==> config.mk <==
export PLATFORM = sky130hd
export DESIGN_NAME = dacc_unit
export DESIGN_NICKNAME = d
export VERILOG_FILES = /design/src/rtl/dacc_pkg.sv /design/src/rtl/dacc_alu8.sv /design/src/rtl/dacc_idx_reg.sv /design/src/rtl/dacc_unit.sv
export SDC_FILE = /design/constraint.sdc
export NUM_CORES = 1
export LEC_CHECK = 0
export BUFFER_PORTS_ARGS = -buffer_cell sky130_fd_sc_hd__buf_2
export CAP_MARGIN = 30
export CORE_ASPECT_RATIO = 1.25
export CORE_MARGIN = 2
export CORE_UTILIZATION = 48
export DETAILED_ROUTE_END_ITERATION = 6
export GPL_ROUTABILITY_DRIVEN = 1
export PLACE_DENSITY = 0.72
export SYNTH_ARGS = -nofsm -noshare
export SYNTH_HDL_FRONTEND = slang
export SYNTH_HIERARCHICAL = 1
export SYNTH_SLANG_ARGS = --single-unit
export TNS_END_PERCENT = 20
==> constraint.sdc <==
create_clock -name clk -period 3.1 [get_ports clk]
set_clock_uncertainty 0.2 [all_clocks]
set_input_delay 0.465 -clock clk [delete_from_list [all_inputs] [get_ports clk]]
set_output_delay 0.465 -clock clk [all_outputs]
set_load 0.005 [all_outputs]
==> src/rtl/dacc_pkg.sv <==
package dacc_pkg;

  localparam int ACC_W = 8;
  localparam int DBL_W = 2 * ACC_W;
  localparam int NIB_W = 4;
  localparam int OP_W  = 4;

  localparam int CC_S = 7;
  localparam int CC_X = 6;
  localparam int CC_H = 5;
  localparam int CC_I = 4;
  localparam int CC_N = 3;
  localparam int CC_Z = 2;
  localparam int CC_V = 1;
  localparam int CC_C = 0;

  typedef enum logic [OP_W-1:0] {
    OP_NOP  = 4'd0,
    OP_LDA  = 4'd1,
    OP_LDB  = 4'd2,
    OP_LDX  = 4'd3,
    OP_LDY  = 4'd4,
    OP_ABA  = 4'd5,
    OP_SBA  = 4'd6,
    OP_CBA  = 4'd7,
    OP_ABX  = 4'd8,
    OP_ABY  = 4'd9,
    OP_TAP  = 4'd10,
    OP_TPA  = 4'd11,
    OP_DAA  = 4'd12,
    OP_XGDX = 4'd13,
    OP_XGDY = 4'd14
  } op_e;

  // Result byte plus the five arithmetic flags an operation may produce.
  typedef struct packed {
    logic [ACC_W-1:0] res;
    logic             h;
    logic             n;
    logic             z;
    logic             v;
    logic             c;
  } flag_res_t;

  // Value moved without arithmetic: N/Z from value, V cleared, H/C kept.
  function automatic flag_res_t acc_pass(input logic [ACC_W-1:0] x,
                                         input logic h_in, input logic c_in);
    flag_res_t r;
    r.res = x;
    r.h   = h_in;
    r.n   = x[ACC_W-1];
    r.z   = (x == '0);
    r.v   = 1'b0;
    r.c   = c_in;
    return r;
  endfunction

  function automatic flag_res_t acc_add(input logic [ACC_W-1:0] x,
                                        input logic [ACC_W-1:0] y);
    flag_res_t r;
    logic [ACC_W:0] full;
    logic [NIB_W:0] low;
    full  = {1'b0, x} + {1'b0, y};
    low   = {1'b0, x[NIB_W-1:0]} + {1'b0, y[NIB_W-1:0]};
    r.res = full[ACC_W-1:0];
    r.h   = low[NIB_W];
    r.n   = r.res[ACC_W-1];
    r.z   = (r.res == '0);
    r.v   = (x[ACC_W-1] == y[ACC_W-1]) && (r.res[ACC_W-1] != x[ACC_W-1]);
    r.c   = full[ACC_W];
    return r;
  endfunction

  function automatic flag_res_t acc_sub(input logic [ACC_W-1:0] x,
                                        input logic [ACC_W-1:0] y,
                                        input logic h_in);
    flag_res_t r;
    logic [ACC_W:0] full;
    full  = {1'b0, x} - {1'b0, y};
    r.res = full[ACC_W-1:0];
    r.h   = h_in;
    r.n   = r.res[ACC_W-1];
    r.z   = (r.res == '0);
    r.v   = (x[ACC_W-1] != y[ACC_W-1]) && (r.res[ACC_W-1] != x[ACC_W-1]);
    r.c   = full[ACC_W];
    return r;
  endfunction

  function automatic flag_res_t acc_daa(input logic [ACC_W-1:0] x,
                                        input logic h_in, input logic v_in,
                                        input logic c_in);
    flag_res_t r;
    logic [NIB_W-1:0] lo;
    logic [ACC_W-NIB_W-1:0] hi;
    logic lo_fix;
    logic hi_fix;
    logic [ACC_W-1:0] corr;
    lo     = x[NIB_W-1:0];
    hi     = x[ACC_W-1:NIB_W];
    lo_fix = h_in || (lo > 4'd9);
    hi_fix = c_in || (hi > 4'd9) || ((hi >= 4'd9) && (lo > 4'd9));
    corr   = {(hi_fix ? 4'h6 : 4'h0), (lo_fix ? 4'h6 : 4'h0)};
    r.res  = x + corr;
    r.h    = h_in;
    r.n    = r.res[ACC_W-1];
    r.z    = (r.res == '0);
    r.v    = v_in;
    r.c    = hi_fix;
    return r;
  endfunction

  // Replace H, N, Z, V, C in a flag byte; S, X-mask and I are kept.
  function automatic logic [ACC_W-1:0] cc_merge(input logic [ACC_W-1:0] cc,
                                                input flag_res_t r);
    logic [ACC_W-1:0] o;
    o       = cc;
    o[CC_H] = r.h;
    o[CC_N] = r.n;
    o[CC_Z] = r.z;
    o[CC_V] = r.v;
    o[CC_C] = r.c;
    return o;
  endfunction

endpackage

==> src/rtl/dacc_alu8.sv <==
module dacc_alu8
  import dacc_pkg::*;
(
  input  op_e              op_i,
  input  logic [ACC_W-1:0] a_i,
  input  logic [ACC_W-1:0] b_i,
  input  logic [ACC_W-1:0] cc_i,
  input  logic [ACC_W-1:0] imm_i,
  output logic [ACC_W-1:0] a_o,
  output logic [ACC_W-1:0] b_o,
  output logic [ACC_W-1:0] cc_o
);

  flag_res_t add_r;
  flag_res_t sub_r;
  flag_res_t daa_r;
  flag_res_t lda_r;
  flag_res_t ldb_r;

  assign add_r = acc_add(a_i, b_i);
  assign sub_r = acc_sub(a_i, b_i, cc_i[CC_H]);
  assign daa_r = acc_daa(a_i, cc_i[CC_H], cc_i[CC_V], cc_i[CC_C]);
  assign lda_r = acc_pass(imm_i, cc_i[CC_H], cc_i[CC_C]);
  assign ldb_r = acc_pass(imm_i, cc_i[CC_H], cc_i[CC_C]);

  always_comb begin
    a_o  = a_i;
    b_o  = b_i;
    cc_o = cc_i;
    case (op_i)
      OP_LDA: begin
        a_o  = lda_r.res;
        cc_o = cc_merge(cc_i, lda_r);
      end
      OP_LDB: begin
        b_o  = ldb_r.res;
        cc_o = cc_merge(cc_i, ldb_r);
      end
      OP_ABA: begin
        a_o  = add_r.res;
        cc_o = cc_merge(cc_i, add_r);
      end
      OP_SBA: begin
        a_o  = sub_r.res;
        cc_o = cc_merge(cc_i, sub_r);
      end
      OP_CBA: begin
        cc_o = cc_merge(cc_i, sub_r);
      end
      OP_DAA: begin
        a_o  = daa_r.res;
        cc_o = cc_merge(cc_i, daa_r);
      end
      OP_TPA: begin
        a_o = cc_i;
      end
      OP_TAP: begin
        cc_o       = a_i;
        cc_o[CC_X] = cc_i[CC_X] & a_i[CC_X];
      end
      default: begin
      end
    endcase
  end

endmodule

==> src/rtl/dacc_idx_reg.sv <==
module dacc_idx_reg
  import dacc_pkg::*;
#(
  parameter int SLOT = 0
) (
  input  logic             clk,
  input  logic             rst_n,
  input  logic             start_i,
  input  op_e              op_i,
  input  logic [DBL_W-1:0] imm_i,
  input  logic [DBL_W-1:0] d_i,
  input  logic [ACC_W-1:0] b_i,
  output logic [DBL_W-1:0] val_o,
  output logic             swap_o
);

  localparam op_e LD_OP  = (SLOT == 0) ? OP_LDX  : OP_LDY;
  localparam op_e ADD_OP = (SLOT == 0) ? OP_ABX  : OP_ABY;
  localparam op_e SWP_OP = (SLOT == 0) ? OP_XGDX : OP_XGDY;
  localparam int  PAD_W  = DBL_W - ACC_W;

  logic             ld_hit;
  logic             add_hit;
  logic             swp_hit;
  logic [DBL_W-1:0] b_wide;
  logic [DBL_W-1:0] val_q;

  assign ld_hit  = start_i && (op_i == LD_OP);
  assign add_hit = start_i && (op_i == ADD_OP);
  assign swp_hit = start_i && (op_i == SWP_OP);
  assign b_wide  = {{PAD_W{1'b0}}, b_i};

  always_ff @(posedge clk or negedge rst_n) begin
    if (!rst_n) begin
      val_q <= '0;
    end else if (ld_hit) begin
      val_q <= imm_i;
    end else if (add_hit) begin
      val_q <= val_q + b_wide;
    end else if (swp_hit) begin
      val_q <= d_i;
    end
  end

  assign val_o  = val_q;
  assign swap_o = swp_hit;

  AST_SWAP_TAKES_D: assert property (@(posedge clk) disable iff (!rst_n)
    swp_hit |=> (val_o == $past(d_i)));

  AST_IDX_HOLD: assert property (@(posedge clk) disable iff (!rst_n)
    !(ld_hit || add_hit || swp_hit) |=> $stable(val_o));

endmodule

==> src/rtl/dacc_unit.sv <==
module dacc_unit
  import dacc_pkg::*;
#(
  parameter logic [ACC_W-1:0] CCR_RESET = 8'hD0
) (
  input  logic             clk,
  input  logic             rst_n,
  input  logic             start_i,
  input  logic [OP_W-1:0]  op_i,
  input  logic [DBL_W-1:0] imm_i,
  output logic             done_o,
  output logic [ACC_W-1:0] a_o,
  output logic [ACC_W-1:0] b_o,
  output logic [DBL_W-1:0] d_o,
  output logic [DBL_W-1:0] x_o,
  output logic [DBL_W-1:0] y_o,
  output logic [ACC_W-1:0] ccr_o
);

  localparam int NUM_IDX = 2;

  op_e              op_w;
  logic [ACC_W-1:0] a_q;
  logic [ACC_W-1:0] b_q;
  logic [ACC_W-1:0] cc_q;
  logic             done_q;
  logic [ACC_W-1:0] a_nxt;
  logic [ACC_W-1:0] b_nxt;
  logic [ACC_W-1:0] cc_nxt;
  logic [DBL_W-1:0] d_w;
  logic [DBL_W-1:0] idx_val [NUM_IDX];
  logic [NUM_IDX-1:0] swap_hit;

  assign op_w = op_e'(op_i);
  assign d_w  = {a_q, b_q};

  dacc_alu8 u_alu (
    .op_i  (op_w),
    .a_i   (a_q),
    .b_i   (b_q),
    .cc_i  (cc_q),
    .imm_i (imm_i[ACC_W-1:0]),
    .a_o   (a_nxt),
    .b_o   (b_nxt),
    .cc_o  (cc_nxt)
  );

  for (genvar gi = 0; gi < NUM_IDX; gi++) begin : g_idx
    dacc_idx_reg #(.SLOT(gi)) u_idx (
      .clk     (clk),
      .rst_n   (rst_n),
      .start_i (start_i),
      .op_i    (op_w),
      .imm_i   (imm_i),
      .d_i     (d_w),
      .b_i     (b_q),
      .val_o   (idx_val[gi]),
      .swap_o  (swap_hit[gi])
    );
  end

  always_ff @(posedge clk or negedge rst_n) begin
    if (!rst_n) begin
      a_q    <= '0;
      b_q    <= '0;
      cc_q   <= CCR_RESET;
      done_q <= 1'b0;
    end else begin
      done_q <= start_i;
      if (start_i) begin
        if (swap_hit[0]) begin
          {a_q, b_q} <= idx_val[0];
        end else if (swap_hit[1]) begin
          {a_q, b_q} <= idx_val[1];
        end else begin
          a_q  <= a_nxt;
          b_q  <= b_nxt;
          cc_q <= cc_nxt;
        end
      end
    end
  end

  assign done_o = done_q;
  assign a_o    = a_q;
  assign b_o    = b_q;
  assign d_o    = d_w;
  assign x_o    = idx_val[0];
  assign y_o    = idx_val[1];
  assign ccr_o  = cc_q;

  AST_DONE_ONLY_AFTER_START: assert property (@(posedge clk) disable iff (!rst_n)
    !start_i |=> !done_o);

  AST_CMP_KEEPS_A: assert property (@(posedge clk) disable iff (!rst_n)
    (start_i && op_w == OP_CBA) |=> $stable(a_o));

  AST_IDX_ADD_NO_FLAGS: assert property (@(posedge clk) disable iff (!rst_n)
    (start_i && (op_w == OP_ABX || op_w == OP_ABY)) |=> $stable(ccr_o));

  AST_FLAGS_TO_A: assert property (@(posedge clk) disable iff (!rst_n)
    (start_i && op_w == OP_TPA) |=> (a_o == $past(ccr_o)));

  AST_XMASK_NEVER_SET: assert property (@(posedge clk) disable iff (!rst_n)
    (start_i && op_w == OP_TAP && !ccr_o[CC_X]) |=> !ccr_o[CC_X]);

  AST_DAA_KEEPS_CARRY: assert property (@(posedge clk) disable iff (!rst_n)
    (start_i && op_w == OP_DAA && ccr_o[CC_C]) |=> ccr_o[CC_C]);

  AST_SWAP_X_TO_D: assert property (@(posedge clk) disable iff (!rst_n)
    (start_i && op_w == OP_XGDX) |=> (d_o == $past(x_o) && x_o == $past(d_o)));

endmodule

==> results of run 1 <==
==> flip-flops by register name (all words and copies together) (netlist names) <==
register,cells
g_idx.u_idx/val_o,32
a_o,8
b_o,8
ccr_o,8
done_o,1
==> what timing repair did <==
action                                  4_1_cts  5_1_grt
gates resized for setup                       0       10
hold buffers                                  1        0
endpoints found under the setup margin        0        4
endpoints found under the hold margin        11        0
==> how the worst max path moves through the flow <==
stage | start | end | slack, ns | cells past startpoint
4_1_cts | a_o[2] | ccr_o[2] | 0.04 | 11
3_5_place_dp | a_o[2] | ccr_o[2] | 0.07 | 11
6_report | a_o[1] | ccr_o[2] | 0.1 | 10
5_1_grt | a_o[2] | ccr_o[2] | -0.05 | 11
2_1_floorplan | a_o[3] | ccr_o[2] | 0.002 | 12
3_3_place_gp | a_o[2] | ccr_o[2] | 0.07 | 11
==> cell usage after synthesis, drive strengths merged (6+ instances only) <==
cell	count
o31ai	6
o22ai	7
a21o	15
a21oi	45
o211ai	23
buf	36
mux2	11
o21ai	41
nand2	61
and3	13
a211oi	19
mux2i	21
nand3	42
clkbuf	25
nor2b	8
nand2b	27
a22oi	8
xnor2	16
dfrtp	54
nor4	6
nor2	39
nor3	11
inv	24
xor2	9
a222oi	7
ha	36
==> per-stage QoR <==
step / area [um^2] / std cells / hold WS [ns]
3_3_place_gp: 6720 / 963 / 0.236
5_1_grt: 7080 / 980 / 0.157
3_5_place_dp: 6720 / 963 / 0.251
4_1_cts: 7040 / 980 / 0.149
2_1_floorplan: 6050 / 721 / -0.0306
6_report: 7080 / 980 / 0.161
==> critical path, cell delays in order (launching register included) <==
cell and delay [ns]:
dfrtp_2 0.40, buf_4 0.20, ha_1 0.24, fa_2 0.40
xor2_1 0.16, or4_1 0.39, or3_1 0.33, nor4b_2 0.27
o22ai_1 0.10, o211ai_1 0.08, mux2_2 0.17
==> power groups by stage <==
stage               combinational, mW  clock [mW]  sequential, mW
floorplan                        2.01           0            1.35
detailed placement               3.16           0            1.36
finish                           3.31        1.04            1.37
global route                     3.56        1.09            1.40
CTS                              3.18        1.05            1.35
global placement                 3.10           0            1.35
==> routing by layer <==
layer  GRT usage (%)  vias up  wire length (um)
met5               0        -                 0
met4            21.5        0              1490
met3            5.78       89              1960
met2            56.3      409             10800
met1            40.3     3103              8710
li1                -     2904                 -
==> placed cells by master (no fill, tap or decap), drive strengths merged, types with 21 or more instances in the layout <==
master	n
mux2i	21
buf	139
o211ai	23
ha	36
dfrtp	54
o21ai	41
nand2	61
inv	24
nand3	42
a21oi	45
nand2b	27
nor2	39
==> final cells by class <==
type / count / area [um^2]
Sequential cell: 57 / 1430
Timing Repair Buffer: 140 / 828
Fill cell: 1119 / 5140
Multi-Input combinational cell: 579 / 4220
Tap cell: 164 / 205
Inverter: 24 / 90.1
Clock buffer: 14 / 274
Clock inverter: 2 / 35.0
==> kinds of logic after synthesis <==
logic type	count (synthesis)	synth area share, %
AOI/OAI and AO/OA	243	29.7
xor gates and xnor gates	25	3.62
adders and majority gates	41	9.11
buffers and inverters	85	7.35
DFF	57	23.7
muxes	32	5.53
and+or+nand+nor	238	21.0
==> summary.md, run 1 <==
| Metric | Value |
|---|---|
| Die Wd | 104 um |
| WP data required | 3.17 ns |
| Pwr dens | 808 nW/um^2 |
| Synth area leaders | dfrtp_1, ha_1, nand2_1, a21oi_1, mux2i_1 |
| P_sw | 2.62 mW |
| Hold_sp | start_i |
| Comb power frac | 57.9% |
| Syn Nets | 785 |
| Worst EP arrival | 3.08 ns |
| Final setup TNS | 0 ns |
| CTS Buffer Depth | 2 |
| IO buf count | 95 |
| Die H | 129 um |
| Seq pwr share | 24.0% |
| Synthesized cell area | 6050 um^2 |
| Max IR drop VDD | 381 uV |
| Nets | 875 |
| Clock slew at reported path FFs | 0.05 ns |
| Placeable Area | 12200 um^2 |
| Critical path class | flop to flop |
| LEAKAGE | 3.17 nW |
| Clk sinks | 57 |
| Synth Flop Type | dfrtp_1 |
| Crit end category | flop |
| Clk_lat worst skew | 0.33 ns |
| Ys async rst share | 100% |
| Status | finished, violations left |
| #FFs+latches synth | 57 |
| TritonCTS clock tree | yes |
| DR iter-0 viols | 607 |
| Ant. Diodes | 0 |
| WHS Endpoint | done_o |
| Drt wl/cell | 23.4 um |
| Via total after detailed routing | 6505 |
| Vias in the first global route | 6037 |
| Final number of setup-violating endpoints | 0 |
| Worst Max-Slew Pin Slew | 0.988 ns |
| Period minus WS final | 3.00 ns |
| Total Power | 5.72 mW |
| Hold Path Stages | 1 |
| Rel. slew slack | 33.6% |
| Final WS setup | 0.0963 ns |
| Initial Util | 49.5% |
| Syn avg cell area | 8.39 um^2 |
| Int Power | 3.10 mW |
| Layout overhead on the synthesized area | 17.1% |
| Grt ovf | 0 |
| Number of synthesized flops with an enable pin | 0 |
| End of the worst register-to-register path | ccr_o[2] |
| GP Congestion | 1.01 |
| Final worst-path cycle share | 96.9% |
| Critical Path Source Type | flop |
| Clk pwr share | 18.2% |
| Boundary pin count | 96 |
| Synth unique cells | 95 |
| Yosys top cell area share | 22.4% |
| Max Transition Viols Final | 0 |
| Sequential fraction of the synthesis area | 23.7% |
| Via/cell ratio | 6.64 |
| R2R Path Start | a_o[1] |
| H-tree Lvls | 3 |
| Final wirelength | 22900 um |
| Drt pass-1 iters | 7 |
| Pre-CTS WS | 0.0651 ns |
| R2R Setup Slk | 0.1 ns |
| Cell taking the most area after synthesis | dfrtp_1 |
| Die Area | 13500 um^2 |
| F_max | 333 MHz |
| Root Driver | clkbuf_16 |
| Pin count of the biggest net entering global routing | 44 |
| RSZ-0062 raised after global routing | true |
| Failing checks | DRC |
| Final Hold Violating Endpoints | 0 |
| Total track usage | 33.6% |
| Fin util | 58.0% |
| Worst min path class | input port to flop |
| Layout cell share with drive strength beyond 1 | 25.5% |
| Cells on worst reg2reg path | 10 |
| Post-synthesis instance total | 721 |
| Num CTS Buffers | 9 |
| First-pass GRT wire length | 34500 um |
| Sw Share | 45.9% |
| Initial antenna violation count | 0 |
| Hpwl dp | 17400 um |
| Row count | 45 |
| Post-DRT Antenna Nets | 0 |
| Worst-path fanout max | 12 |
| Max-Cap Viols | 0 |
| Number of post-CTS setup repair buffers | 0 |
| Drt drc | 1 |
| Yosys Warn Count | 6 |
Power figures use the tool's default switching activity.
==> run 2, diff against run 1 <==
--- a/config.mk
+++ b/config.mk
@@ -5,14 +5,15 @@
 export SDC_FILE = /design/constraint.sdc
 export NUM_CORES = 1
 export LEC_CHECK = 0
+export ABC_AREA = 1
 export BUFFER_PORTS_ARGS = -buffer_cell sky130_fd_sc_hd__buf_2
 export CAP_MARGIN = 30
 export CORE_ASPECT_RATIO = 1.25
-export CORE_MARGIN = 2
+export CORE_MARGIN = 5
 export CORE_UTILIZATION = 48
 export DETAILED_ROUTE_END_ITERATION = 6
 export GPL_ROUTABILITY_DRIVEN = 1
-export PLACE_DENSITY = 0.72
+export PLACE_DENSITY = 0.71
 export SYNTH_ARGS = -nofsm -noshare
 export SYNTH_HDL_FRONTEND = slang
 export SYNTH_HIERARCHICAL = 1
==> run 2 against run 1 <==
Compared with the run above:
- the run ends with hold timing left
- final cell count is 45% higher
- highest routed layer unchanged
- sequential share of layout area is 1.7 points lower
- power is 2.5% lower
==> summary.md, run 2 <==
| Metric | Value |
|---|---|
| Root Driver | clkbuf_16 (unchanged) |
| Critical path class | flop to flop (unchanged) |
| Critical Path Source Type | flop (unchanged) |
| WP data required | 3.12 ns (was 3.17 ns) |
| Post-DRT Antenna Nets | 0 (unchanged) |
| Status | finished, violations left (unchanged) |
| Max IR drop VDD | 328 uV (was 381 uV) |
| CTS Hold Bufs | 0 (was 1) |
| RSZ-0062 raised after global routing | false (was true) |
| CTS Buffer Depth | 2 (unchanged) |
| Synth unique cells | 49 (was 95) |
| LEAKAGE | 4.44 nW (was 3.17 nW) |
| Hpwl dp | 18600 um (was 17400 um) |
| Max reg flops | 32 (unchanged) |
| Failing checks | hold timing (was DRC) |
| Yosys Warn Count | 6 (unchanged) |
| Post-synthesis mux area share | 0% (was 5.53%) |
| Final worst-path cycle share | 88.4% (was 96.9%) |
| Nets | 1309 (was 875) |
| Total Power | 5.57 mW (was 5.72 mW) |
| Crit end category | flop (unchanged) |
| Final Hold Violating Endpoints | 24 (was 0) |
| Layout overhead on the synthesized area | 12.5% (was 17.1%) |
| Worst-path fanout max | 10 (was 12) |
| Drt drc | 0 (was 1) |
| WHS | -0.0122 ns (was 0.161 ns) |
| Largest family of logic cells by synthesized area | simple AND/OR/NAND/NOR gates (was compound AO/OA/AOI/OAI gates) |
| CP max stage delay | 0.60 ns (was 0.40 ns) |
| Final wirelength | 24000 um (was 22900 um) |
| Initial antenna violation count | 0 (unchanged) |
| Drt wl/cell | 16.8 um (was 23.4 um) |
| Max Transition Viols Final | 0 (unchanged) |
| Max-Cap Viols | 0 (unchanged) |
| Worst EP arrival | 2.76 ns (was 3.08 ns) |
| Die H | 144 um (was 129 um) |
| Initial Util | 49.1% (was 49.5%) |
| Post-synthesis instance total | 1160 (was 721) |
| Grt ovf | 0 (unchanged) |
| Adder-Cell Fraction of Synth Area | 8.04% (was 9.11%) |
| Final setup TNS | 0 ns (unchanged) |
| CP Cell Sequence | nand2_1 > o21ai_0 > nand2_1 > nand2_1 > ha_1 > a21oi_1 > nand2_1 > nand2_1 > nand2_1 > nand2_1 > o21ai_0 > nor2_1 > nand3_1 > nand2_1 > nand2_1 > nand2_1 > nand2_1 (was buf_4 > ha_1 > fa_2 > xor2_1 > or4_1 > or3_1 > nor4b_2 > o22ai_1 > o211ai_1 > mux2_2) |
| #FFs+latches synth | 57 (unchanged) |
| Total track usage | 29.0% (was 33.6%) |
| Layout cell share with drive strength beyond 1 | 14.7% (was 25.5%) |
| Ant. Diodes | 0 (unchanged) |
| Fin util | 55.3% (was 58.0%) |
| Ys async rst share | 100% (unchanged) |
| Worst Max-Slew Pin Slew | 0.737 ns (was 0.988 ns) |
| Num CTS Buffers | 9 (unchanged) |
| Resized Gates After CTS | 0 (unchanged) |
| Period minus WS final | 2.74 ns (was 3.00 ns) |
| Yosys top cell area share | 22.4% (about the same) |
| Vias in the first global route | 7128 (was 6037) |
| Count leader, synth | nand2_1 (unchanged) |
| Row count | 48 (was 45) |
| First-pass GRT wire length | 37900 um (was 34500 um) |
| H-tree Lvls | 3 (unchanged) |
| Synth area leaders | nand2_1, dfrtp_1, inv_1, nand3_1, nor2_1 (was dfrtp_1, ha_1, nand2_1, a21oi_1, mux2i_1) |
| Clock slew at reported path FFs | 0.06 ns (was 0.05 ns) |
| Die Area | 16800 um^2 (was 13500 um^2) |
| Drt pass-1 iters | 6 (was 7) |
| TritonCTS clock tree | yes (unchanged) |
| Synth Flop Type | dfrtp_1 (unchanged) |
| GP Congestion | 1.02 (was 1.01) |
| Final number of setup-violating endpoints | 0 (unchanged) |
| DR iter-0 viols | 713 (was 607) |
| Via total after detailed routing | 7734 (was 6505) |
| Clk_lat worst skew | 0.33 ns (about the same) |
| F_max | 365 MHz (was 333 MHz) |
| Pin count of the biggest net entering global routing | 33 (was 44) |
| Via/cell ratio | 5.43 (was 6.64) |
| Crit-path slowest cell | dfrtp_1 (was dfrtp_2) |
| Crit path top cell by count | nand2_1 |
| XOR/XNOR Fraction of Synth Area | 1.92% (was 3.62%) |
| Die Wd | 117 um (was 104 um) |
| Worst min path class | input port to async pin (was input port to flop) |
| Worst Setup SP | a_o[4] (was a_o[1]) |
| Synthesized cell area | 6850 um^2 (was 6050 um^2) |
| Syn avg cell area | 5.90 um^2 (was 8.39 um^2) |
| Commonest cells after routing, fill and taps aside | nand2_1, inv_1, nor2_1, nand3_1, buf_2 (was buf_2, nand2_1, dfrtp_1, buf_4, a21oi_1) |
| IO buf count | 95 (unchanged) |
| Number of synthesized flops with an enable pin | 0 (unchanged) |
| Rel. slew slack | 50.8% (was 33.6%) |
| Sequential fraction of the synthesis area | 20.9% (was 23.7%) |
| Clk sinks | 57 (unchanged) |
| Number of post-CTS setup repair buffers | 0 (unchanged) |
| Syn Nets | 1224 (was 785) |
| Placeable Area | 13900 um^2 (was 12200 um^2) |
| Pwr dens | 724 nW/um^2 (was 808 nW/um^2) |
| R2R Path Start | a_o[4] (was a_o[1]) |
| Most common cell after layout, fill and taps aside | nand2_1 (was buf_2) |
| Cell taking the most area after synthesis | nand2_1 (was dfrtp_1) |
| Boundary pin count | 96 (unchanged) |
| Post-Synth Simple-Gate Area | 45.2% (was 21.0%) |
| Top cells by count, synth | nand2_1, inv_1, nor2_1, nand3_1, dfrtp_1 (was nand2_1, dfrtp_1, a21oi_1, nand3_1, nor2_1) |
| Compound-Gate Fraction of Synth Area | 9.36% (was 29.7%) |
[run 2: cell types whose count changed after synthesis, moves of 13 or more]
cell      delta
inv_1      +132
nor2_1     +105
mux2i_1     -21
clkbuf_1    -24
nand2b_1    -27
o211ai_1    -20
a21o_1      -13
nand2_1    +350
nand3_1     +70
and3_1      -13
a211oi_1    -14
[run 2: through the flow]
stage | instances | setup WS, ns | instance area, um^2
5_1_grt | 1425 | 0.126 | 7700
6_report | 1425 | 0.358 | 7700
3_3_place_gp | 1409 | 0.466 | 7390
2_1_floorplan | 1160 | 0.421 | 6850
4_1_cts | 1425 | 0.411 | 7700
3_5_place_dp | 1409 | 0.414 | 7390
[run 2: worst max-delay path: cells and delay by family, from the launching register on]
family,cells,cell delay [ns]
fa+ha+maj,1,0.28
compound gates,3,0.49
simple gates,13,1.06
flops,1,0.60
[run 2: kinds of logic after synthesis]
| kind of cell | Yosys count |
|---|---|
| flip-flops | 57 |
| XOR/XNOR | 15 |
| AND/OR/NAND/NOR | 720 |
| buffers and inverters | 217 |
| adder cells (fa/ha/maj) | 41 |
| AO/OA/AOI/OAI | 110 |
[run 2: per-layer routing]
layer	GRT usage [%]	vias up	share of wire [%]
li1	-	3816	-
met1	35.6	3524	40
met2	50.0	313	49
met3	4.59	81	6.8
met4	11.8	0	4.4
met5	0	-	0
[run 2: path summary, 6_finish.rpt]
| kind | end | slack [ns] | depth (start not counted) |
|---|---|---|---|
| max | a_o[7] | 0.36 | 17 |
| min | done_o | -0.01 | 1 |
| max reg2reg | a_o[7] | 0.36 | 17 |
| min reg2reg | ccr_o[4] | 0.28 | 2 |
| max in group asynchronous | g_idx[1].u_idx/val_o[12] | 2.10 | 2 |
| min in group clk | g_idx[0].u_idx/val_o[8] | 0.24 | 3 |
[run 2: final cells by class]
| type | instances | area, um^2 |
|---|---|---|
| fillers | 1457 | 6230 |
| multi-input cells | 886 | 4420 |
| flip-flops and latches | 57 | 1430 |
| repair buffers | 120 | 676 |
| inverters | 171 | 649 |
| clock buffers | 10 | 229 |
| well taps | 175 | 219 |
| clock inverters | 6 | 82.6 |
[run 2: power by group]
| part | switching [mW] | internal [mW] | total, mW |
|---|---|---|---|
| Combinational | 2.00 | 1.17 | 3.16 |
| Sequential | 0.374 | 0.961 | 1.33 |
| Clock | 0.378 | 0.700 | 1.08 |
